File: config.mk
export PLATFORM = sky130hd
export DESIGN_NAME = tamper_guard
export DESIGN_NICKNAME = d
export VERILOG_FILES = /design/src/rtl/tg_pkg.sv /design/src/rtl/tg_tick.sv /design/src/rtl/tg_detect.sv /design/src/rtl/tg_pulse.sv /design/src/rtl/tg_ram_guard.sv /design/src/rtl/tamper_guard.sv
export SDC_FILE = /design/constraint.sdc
export NUM_CORES = 1
export LEC_CHECK = 0
export BUFFER_PORTS_ARGS = -buffer_cell sky130_fd_sc_hd__clkbuf_2
export CORE_MARGIN = 5
export CORE_UTILIZATION = 40
export CTS_CLUSTER_DIAMETER = 40
export DETAILED_ROUTE_END_ITERATION = 10
export PLACE_DENSITY_LB_ADDON = 0.25
export SLEW_MARGIN = 40
export SYNTH_ARGS = -nofsm -noshare
export SYNTH_HDL_FRONTEND = slang
export SYNTH_SLANG_ARGS = --single-unit
File: constraint.sdc
create_clock -name clk -period 5.93 [get_ports clk]
set_clock_uncertainty 0.2 [all_clocks]
set_input_delay 1.186 -clock clk [delete_from_list [all_inputs] [get_ports clk]]
set_output_delay 1.186 -clock clk [all_outputs]
set_load 0.01 [all_outputs]
File: src/rtl/tg_pkg.sv
package tg_pkg;

    // Control byte layout, MSB first
    typedef struct packed {
        logic [1:0] pulse_sel;   // [7:6] clear pulse width select
        logic       ext_clr;     // [5]   external clear on event
        logic       ram_clr;     // [4]   internal RAM clear on event
        logic       pull_hi;     // [3]   pull strength (stored only)
        logic       sample;      // [2]   1 Hz sampling in closed mode
        logic       nc_mode;     // [1]   normally-closed switch
        logic       enable;      // [0]   detection enable
    } ctrl_t;

    localparam logic [7:0] INVALID_BYTE = 8'hFF;
    localparam int         PCNT_W       = 4;

endpackage

File: src/rtl/tg_tick.sv
module tg_tick #(
    parameter int TICK_DIV = 32768
) (
    input  logic clk,
    input  logic rst_n,
    input  logic osc_on,
    output logic tick_o
);
    localparam int W = (TICK_DIV > 1) ? $clog2(TICK_DIV) : 1;

    logic [W-1:0] cnt_d, cnt_q;

    always_comb begin
        cnt_d  = cnt_q;
        tick_o = 1'b0;
        if (osc_on) begin
            if (cnt_q == W'(TICK_DIV - 1)) begin
                cnt_d  = '0;
                tick_o = 1'b1;
            end else begin
                cnt_d = cnt_q + 1'b1;
            end
        end
    end

    always_ff @(posedge clk or negedge rst_n) begin
        if (!rst_n) cnt_q <= '0;
        else        cnt_q <= cnt_d;
    end

endmodule

File: src/rtl/tg_detect.sv
module tg_detect (
    input  logic clk,
    input  logic rst_n,
    input  logic pin_i,
    input  logic nc_mode_i,
    input  logic sample_i,
    input  logic tick_i,
    output logic hit_o
);
    typedef struct packed {
        logic s1;
        logic s2;
    } sync_t;

    sync_t st_d, st_q;
    logic  gated;

    always_comb begin
        st_d.s1 = pin_i;
        st_d.s2 = st_q.s1;
        // sampling only applies to the closed-switch mode
        gated   = nc_mode_i & sample_i;
        hit_o   = (st_q.s2 != nc_mode_i) && (!gated || tick_i);
    end

    always_ff @(posedge clk or negedge rst_n) begin
        if (!rst_n) st_q <= '0;
        else        st_q <= st_d;
    end

endmodule

File: src/rtl/tg_pulse.sv
module tg_pulse
    import tg_pkg::*;
(
    input  logic       clk,
    input  logic       rst_n,
    input  logic       fire_i,
    input  logic [1:0] width_i,
    input  logic       tick_i,
    output logic       active_o
);
    typedef struct packed {
        logic              active;
        logic [PCNT_W-1:0] cnt;
    } pulse_t;

    pulse_t st_d, st_q;

    always_comb begin
        st_d = st_q;
        if (fire_i) begin
            st_d.active = 1'b1;
            st_d.cnt    = PCNT_W'(1) << width_i;
        end else if (st_q.active && tick_i) begin
            if (st_q.cnt == PCNT_W'(1)) st_d.active = 1'b0;
            st_d.cnt = st_q.cnt - 1'b1;
        end
        active_o = st_q.active;
    end

    always_ff @(posedge clk or negedge rst_n) begin
        if (!rst_n) st_q <= '0;
        else        st_q <= st_d;
    end

endmodule

File: src/rtl/tg_ram_guard.sv
module tg_ram_guard
    import tg_pkg::*;
#(
    parameter int RAM_DEPTH = 128,
    parameter int DATA_W    = 8,
    localparam int ADDR_W   = $clog2(RAM_DEPTH)
) (
    input  logic              clk,
    input  logic              rst_n,
    input  logic              start_i,
    input  logic              deselect_i,
    input  logic              we_i,
    input  logic [ADDR_W-1:0] addr_i,
    input  logic [DATA_W-1:0] wdata_i,
    output logic              busy_o,
    output logic [DATA_W-1:0] rdata_o
);
    typedef struct packed {
        logic              busy;
        logic [ADDR_W-1:0] ptr;
        logic [DATA_W-1:0] rdata;
    } seq_t;

    seq_t              st_d, st_q;
    logic [DATA_W-1:0] mem [RAM_DEPTH];

    always_comb begin
        st_d = st_q;
        if (st_q.busy) begin
            st_d.ptr = st_q.ptr + 1'b1;
            if (st_q.ptr == ADDR_W'(RAM_DEPTH - 1)) st_d.busy = 1'b0;
        end else if (start_i) begin
            st_d.busy = 1'b1;
            st_d.ptr  = '0;
        end
        st_d.rdata = deselect_i ? DATA_W'(INVALID_BYTE) : mem[addr_i];
        busy_o     = st_q.busy;
        rdata_o    = st_q.rdata;
    end

    always_ff @(posedge clk or negedge rst_n) begin
        if (!rst_n) st_q <= '0;
        else        st_q <= st_d;
    end

    // storage: the sweep owns the write port while it runs
    always_ff @(posedge clk) begin
        if (st_q.busy)  mem[st_q.ptr] <= '0;
        else if (we_i)  mem[addr_i]   <= wdata_i;
    end

endmodule

File: src/rtl/tamper_guard.sv
module tamper_guard
    import tg_pkg::*;
#(
    parameter int RAM_DEPTH = 128,
    parameter int DATA_W    = 8,
    parameter int TICK_DIV  = 32768,
    localparam int ADDR_W   = $clog2(RAM_DEPTH)
) (
    input  logic              clk,
    input  logic              rst_n,
    input  logic              osc_on,
    input  logic              tamper_in,
    input  logic              cfg_we,
    input  logic [7:0]        cfg_wdata,
    output logic [7:0]        cfg_rdata,
    input  logic              ram_we,
    input  logic [ADDR_W-1:0] ram_addr,
    input  logic [DATA_W-1:0] ram_wdata,
    output logic [DATA_W-1:0] ram_rdata,
    input  logic              pwr_fail,
    input  logic              wdog_expire,
    input  logic              man_rst,
    output logic              tamper_flag,
    output logic              clr_busy,
    output logic              ext_clr,
    output logic              rst_req
);
    typedef struct packed {
        ctrl_t ctrl;
        logic  flag;
        logic  desel;
    } top_t;

    top_t st_d, st_q;
    logic tick, hit, event_now, pulse_on;

    tg_tick #(.TICK_DIV(TICK_DIV)) i_tick (
        .clk    (clk),
        .rst_n  (rst_n),
        .osc_on (osc_on),
        .tick_o (tick)
    );

    tg_detect i_detect (
        .clk       (clk),
        .rst_n     (rst_n),
        .pin_i     (tamper_in),
        .nc_mode_i (st_q.ctrl.nc_mode),
        .sample_i  (st_q.ctrl.sample),
        .tick_i    (tick),
        .hit_o     (hit)
    );

    always_comb begin
        st_d      = st_q;
        event_now = st_q.ctrl.enable && !st_q.flag && hit;
        if (st_q.ctrl.enable) begin
            st_d.flag  = st_q.flag  | event_now;
            st_d.desel = st_q.desel | (event_now & st_q.ctrl.ram_clr);
        end else begin
            st_d.flag  = 1'b0;
            st_d.desel = 1'b0;
        end
        if (cfg_we) st_d.ctrl = ctrl_t'(cfg_wdata);
    end

    always_ff @(posedge clk or negedge rst_n) begin
        if (!rst_n) st_q <= '0;
        else        st_q <= st_d;
    end

    tg_pulse i_pulse (
        .clk      (clk),
        .rst_n    (rst_n),
        .fire_i   (event_now & st_q.ctrl.ext_clr),
        .width_i  (st_q.ctrl.pulse_sel),
        .tick_i   (tick),
        .active_o (pulse_on)
    );

    tg_ram_guard #(.RAM_DEPTH(RAM_DEPTH), .DATA_W(DATA_W)) i_ram (
        .clk        (clk),
        .rst_n      (rst_n),
        .start_i    (event_now & st_q.ctrl.ram_clr),
        .deselect_i (st_q.desel),
        .we_i       (ram_we),
        .addr_i     (ram_addr),
        .wdata_i    (ram_wdata),
        .busy_o     (clr_busy),
        .rdata_o    (ram_rdata)
    );

    assign cfg_rdata   = st_q.ctrl;
    assign tamper_flag = st_q.flag;
    assign ext_clr     = pulse_on;
    assign rst_req     = pulse_on | pwr_fail | wdog_expire | man_rst;

endmodule

; ---- Word level (Yosys, flattened, before mapping)
; Memory sizes are Yosys's and may differ from the RTL's.
; Index checks and enable logic that the tools add are counted.
[word_totals]
output_inout_bits = 20
ramBits = 1024
rom_bits = 0
n_memories = 1
latchBits = 0
reg_bits = 48
in_bits = 32
[memory_table]
columns = name, words, width, read_ports, rd_ports_with_merged_regs, wr, line
row1 = i_ram.mem, 128, 8, 1, 0, 1, tg_ram_guard.sv:25  ; logic [DATA_W-1:0] mem [RAM_DEPTH];
[op_classes]
order_cmp = 0
n_shift = 1
bitwise_logic = 8
n_addsub = 3
n_eq_ne = 4
mux = 19
n_mul = 0
n_reduce_logical = 12
n_div = 0
[ops]
columns = cell, n
row1 = $mux W8, 4
row2 = $add A15 B1 Y15 const B, 1
row3 = $eq A15 B15 Y1 const B, 1
row4 = $mux W15, 1
row5 = $mux W1, 10
row6 = $mux W5, 2
row7 = $reduce_or A8 Y1, 1
row8 = $add A7 B1 Y7 const B, 1
row9 = $eq A7 B7 Y1 const B, 1
row10 = $mux W7, 1
row11 = $reduce_bool A2 Y1, 3
row12 = $or A1 B1 Y1, 5
row13 = $eq A4 B1 Y1 const B, 1
row14 = $logic_and A1 B1 Y1, 4
row15 = $shl A1 B2 Y4 const A, 1
row16 = $sub A4 B1 Y4 const B, 1
row17 = $and A1 B1 Y1, 3
row18 = $logic_not A1 Y1, 2
row19 = $mux W2, 1
row20 = $reduce_and A2 Y1, 1
row21 = $logic_or A1 B1 Y1, 1
row22 = $ne A1 B1 Y1, 1

; ---- Logic depth before layout (Yosys ltp)
[logic_depth]
depth_word = 9
ltp_mapped = 9

; ---- Hierarchy
; From an unflattened synthesis, not the netlist that was laid out.
[unflattened]
hier_cells = 2016
hier_area_um2 = 42154.2
[modules_own_cells]
columns = mod, instances, cells_per_inst, area_per_inst_um2
row1 = tg_ram_guard, 1, 1877, 40565.2
row2 = tg_tick, 1, 70, 784.5
row3 = tamper_guard, 1, 34, 454.2
row4 = tg_pulse, 1, 29, 276.5
row5 = tg_detect, 1, 6, 73.8

; ---- Worst setup path after synthesis
; No wires, ideal clock.
[synth_timing]
path_kind = input port to flip-flop
startpoint = input port ram_we
endpoint = memory i_ram.mem[0][0] (data pin)
setup_time_ps = 535
arrival_time_ps = 3466
n_path_buf = 2
path_slack_ps = 1729
stages = 4
required_ps = 5195
path_cell_list = nor2b_1 clkbuf_1 clkbuf_1 and2_1
[synth_between]
elab_chain_cells = 5
[synth_lines]
columns = item, line
row1 = "start, declared", tamper_guard.sv:16  ; input logic ram_we,
row2 = $mux W1, tg_ram_guard.sv:49  ; else if (we_i) mem[addr_i] <= wdata_i;
row3 = $mux W1, tg_ram_guard.sv:48  ; if (st_q.busy) mem[st_q.ptr] <= '0;
row4 = $mux W1 (implied by the code), tg_ram_guard.sv:49
row5 = $reduce_or A8 Y1 (no line), --
row6 = $mux W8 (no line), --
row7 = "end, declared", tg_ram_guard.sv:25
; No other way between the ends.

==> flow_summary_export.csv <==
group,metric,value,unit
logic_synthesis,avgSynthCellArea,20.9,µm²
logic_synthesis,synthFlopType,"edfxtp_1",
logic_synthesis,yosys.area.top_type_share,0.731,
drt,drt_iter0_drc,1878,
cells_and_area,utilization,0.464,
sta,drv_slew,0,
floorplanning,initial_core_util,0.401,
clock_tree,cts_buffers,131,
sta,worstMarginPinSlew,0.874,ns
cells_and_area,multi_input_area,0.00958,mm²
cells_and_area,stdcell_area,0.0486,mm²
logic_synthesis,yosys-top-cells-count,"edfxtp_1 (1024), mux4_2 (255), nor2_1 (152), mux2i_1 (94), a221oi_1 (63)",
sta,hold_viol_final,0,
power_and_ir_drop,p_leak,0.0157,µW
cells_and_area,layout-drive-gt1-share,0.302,
setup_path,critPathCaptureType,"register",
clock_tree,h-tree-depth,4,
cells_and_area,final-seq-area,0.0320,mm²
placed_design,io_buffers,51,
clock_tree,post_cts_buffers,0,
clock_tree,clk_latency,0.72,ns
logic_synthesis,synth_area,0.0421,mm²
setup_path,r2r_slack,2.06,ns
cells_and_area,fin_nets,2177,
logic_synthesis,synth-edff-count,1024,
sta,setup_viol,0,
setup_path,crit_required,6.30,ns
global_route,grt.overflow.total,0,
global_route,grt_max_degree,98,
cells_and_area,fill_cells,8723,
floorplanning,fp.dieH,334,µm
power_and_ir_drop,power.total,18800,µW
drt,ant_nets,0,
clock_tree,holdBufCountCts,0,
clock_tree,clk_pin_slew,0.06,ns
logic_synthesis,synth.ff_latch_count,1072,
logic_synthesis,yosysTopAreaCell,"edfxtp_1",
cells_and_area,syn_to_final_growth,15.6,%
setup_path,start_kind,"primary input",
logic_synthesis,synth_cell_types,46,
logic_synthesis,ys_seq_area_frac,0.760,
power_and_ir_drop,ir_drop,0.000262,V
setup_path,path_max_fanout,47,
floorplanning,core-area,0.105,mm²
sta,min_period,4.19,ns
logic_synthesis,synth_most_common_cell,"edfxtp_1",
global_route,grt_use_total,0.178,
drt,vias_per_cell,5.60,
floorplanning,io_pins,52,
run,drv_cap,0,
sta,final.setup.tns,0,ns
global_route,antenna_found_initial,1,
sta,timing.fmax,239,MHz
floorplanning,dieArea,0.112,mm²
drt,firstDrtPassIters,5,
global_route,grt_pass1_vias,21122,
drt,dr_total_vias,20371,
drt,finalWirelength,99.3,mm
worst_hold_path,hold_path.class,"reg2reg",
logic_synthesis,yosysWarnings,0,
placed_design,place_area,0.0442,mm²
setup_path,critPathKind,"in2reg",
floorplanning,rows,119,
clock_tree,cts_resized,0,
logic_synthesis,async_flop_share,0.0448,
logic_synthesis,syn_inst,2011,
drt,wire_per_inst,27.3,µm
global_route,grt_pass1_wl,147,mm
sta,finalCritPeriodShare,0.707,
setup_path,arrival,4.56,ns
power_and_ir_drop,p_per_area,386,mW/mm²
clock_tree,cts_sinks,1072,
clock_tree,clock_path_buffers,3,
clock_tree,cts_tree,"done",
placed_design,gp_congestion,0.803,
outcome,status,"finished clean",
sta,rsz0062_at_grt,"no",
clock_tree,root_buffer,"clkbuf_16",
drt,remaining_drc_errors,0,
logic_synthesis,synth_area_leaders,"edfxtp_1 (73%), mux4_2 (14%), dfrtp_1 (2.9%)",
floorplanning,die_x,334,µm
logic_synthesis,synth_nets,2047,
placed_design,dp_hpwl,61.3,mm
sta,relSlewSlack,0.418,
## worst paths after layout
check                                      startpoint                         end  cells past startpoint
setup / recovery                          ram_addr[1]  i_ram.rdata_o[2]$_DFF_PN0_                      9
hold / removal             i_detect.st_d[0]$_DFF_PN0_  i_detect.st_q[0]$_DFF_PN0_                      0
setup reg to reg               i_ram.busy_o$_DFF_PN0_  i_ram.mem[40][2]$_DFFE_PP_                      5
hold reg to reg            i_detect.st_d[0]$_DFF_PN0_  i_detect.st_q[0]$_DFF_PN0_                      0
max in group asynchronous                       rst_n   i_ram.st_q[8]$_DFFE_PN0P_                      2
min in group asynchronous                       rst_n    cfg_rdata[3]$_DFFE_PN0P_                      2
## cells by family (layout without fill, tap and decap cells)
logic type                 after synthesis  count (layout)  share of synthesized area
other                                    0               2                          0
buffers and inverters                  130             364                     0.0175
AOI/OAI and AO/OA                      141             141                     0.0243
adders and majority gates                4               4                    0.00119
and+or+nand+nor                        277             277                     0.0293
xor gates and xnor gates                21              21                    0.00437
muxes                                  366             366                      0.164
DFF                                   1072            1072                      0.760
## state kept, by name (all words and copies together), names as in the netlist, 4 cells and up
signal,cells
i_ram.mem,1024
i_tick.cnt_q,15
cfg_rdata,8
i_ram.rdata_o,8
i_ram.st_q,7
i_pulse.st_q,4
## worst max-delay path, stage by stage
cell and delay (ns):
buf_8 0.11, buf_16 0.28, buf_16 0.34, buf_4 0.61
mux4_2 0.60, mux2i_1 0.37, o21ai_0 0.20, a221oi_1 0.65
a21oi_1 0.10
## metal layers
layer | vias to the layer above | global-route usage | wire length (µm)
met2 | 752 | 0.281 | 47500
met4 | 2 | 0.0511 | 2240
met3 | 165 | 0.0411 | 7480
li1 | 8612 | - | -
met5 | - | 0 | 13
met1 | 10840 | 0.250 | 42000
## area by class of cell
cell class,count,share of cell area
antenna,2,0.000103
clock buffer,151,0.0694
clock inverter,86,0.0196
inverter,8,0.000618
multi-input combinational,809,0.197
sequential,1072,0.657
tap,1391,0.0358
timing repair buffer,119,0.0203
## stage by stage
step	setup WS (ns)	cells	hold slack [ns]
after detailed placement	0.989	3398	0.143
final	1.74	3638	0.168
after global routing	1.53	3636	0.179
after floorplan	1.73	2011	0.131
after CTS	1.75	3635	0.169
after global placement	0.877	3387	0.143
## report_power, final
| part | switching [µW] | internal (µW) |
|---|---|---|
| clock | 3230 | 4610 |
| combinational | 1400 | 559 |
| sequential | 148 | 8830 |
| total | 4780 | 14000 |
## cells in the final DEF (no fill, tap or decap), types with 9 or more instances in the layout
cell type / count
clkinv_1: 16
edfxtp_1: 1024
clkinv_4: 17
nor2_1: 85
dfrtp_1: 48
clkbuf_16: 132
mux2i_1: 94
mux2_2: 16
a21oi_1: 26
o21ai_0: 20
clkbuf_2: 48
nand2_1: 57
nor2_2: 67
a221oi_1: 62
mux4_2: 255
clkinv_2: 12
nand3_1: 16
buf_4: 52
o21ai_1: 12
buf_12: 9
inv_6: 11
clkinvlp_4: 10
bufinv_16: 10
clkbuf_1: 19
xnor2_1: 13
(Power assumes the default switching activity.)
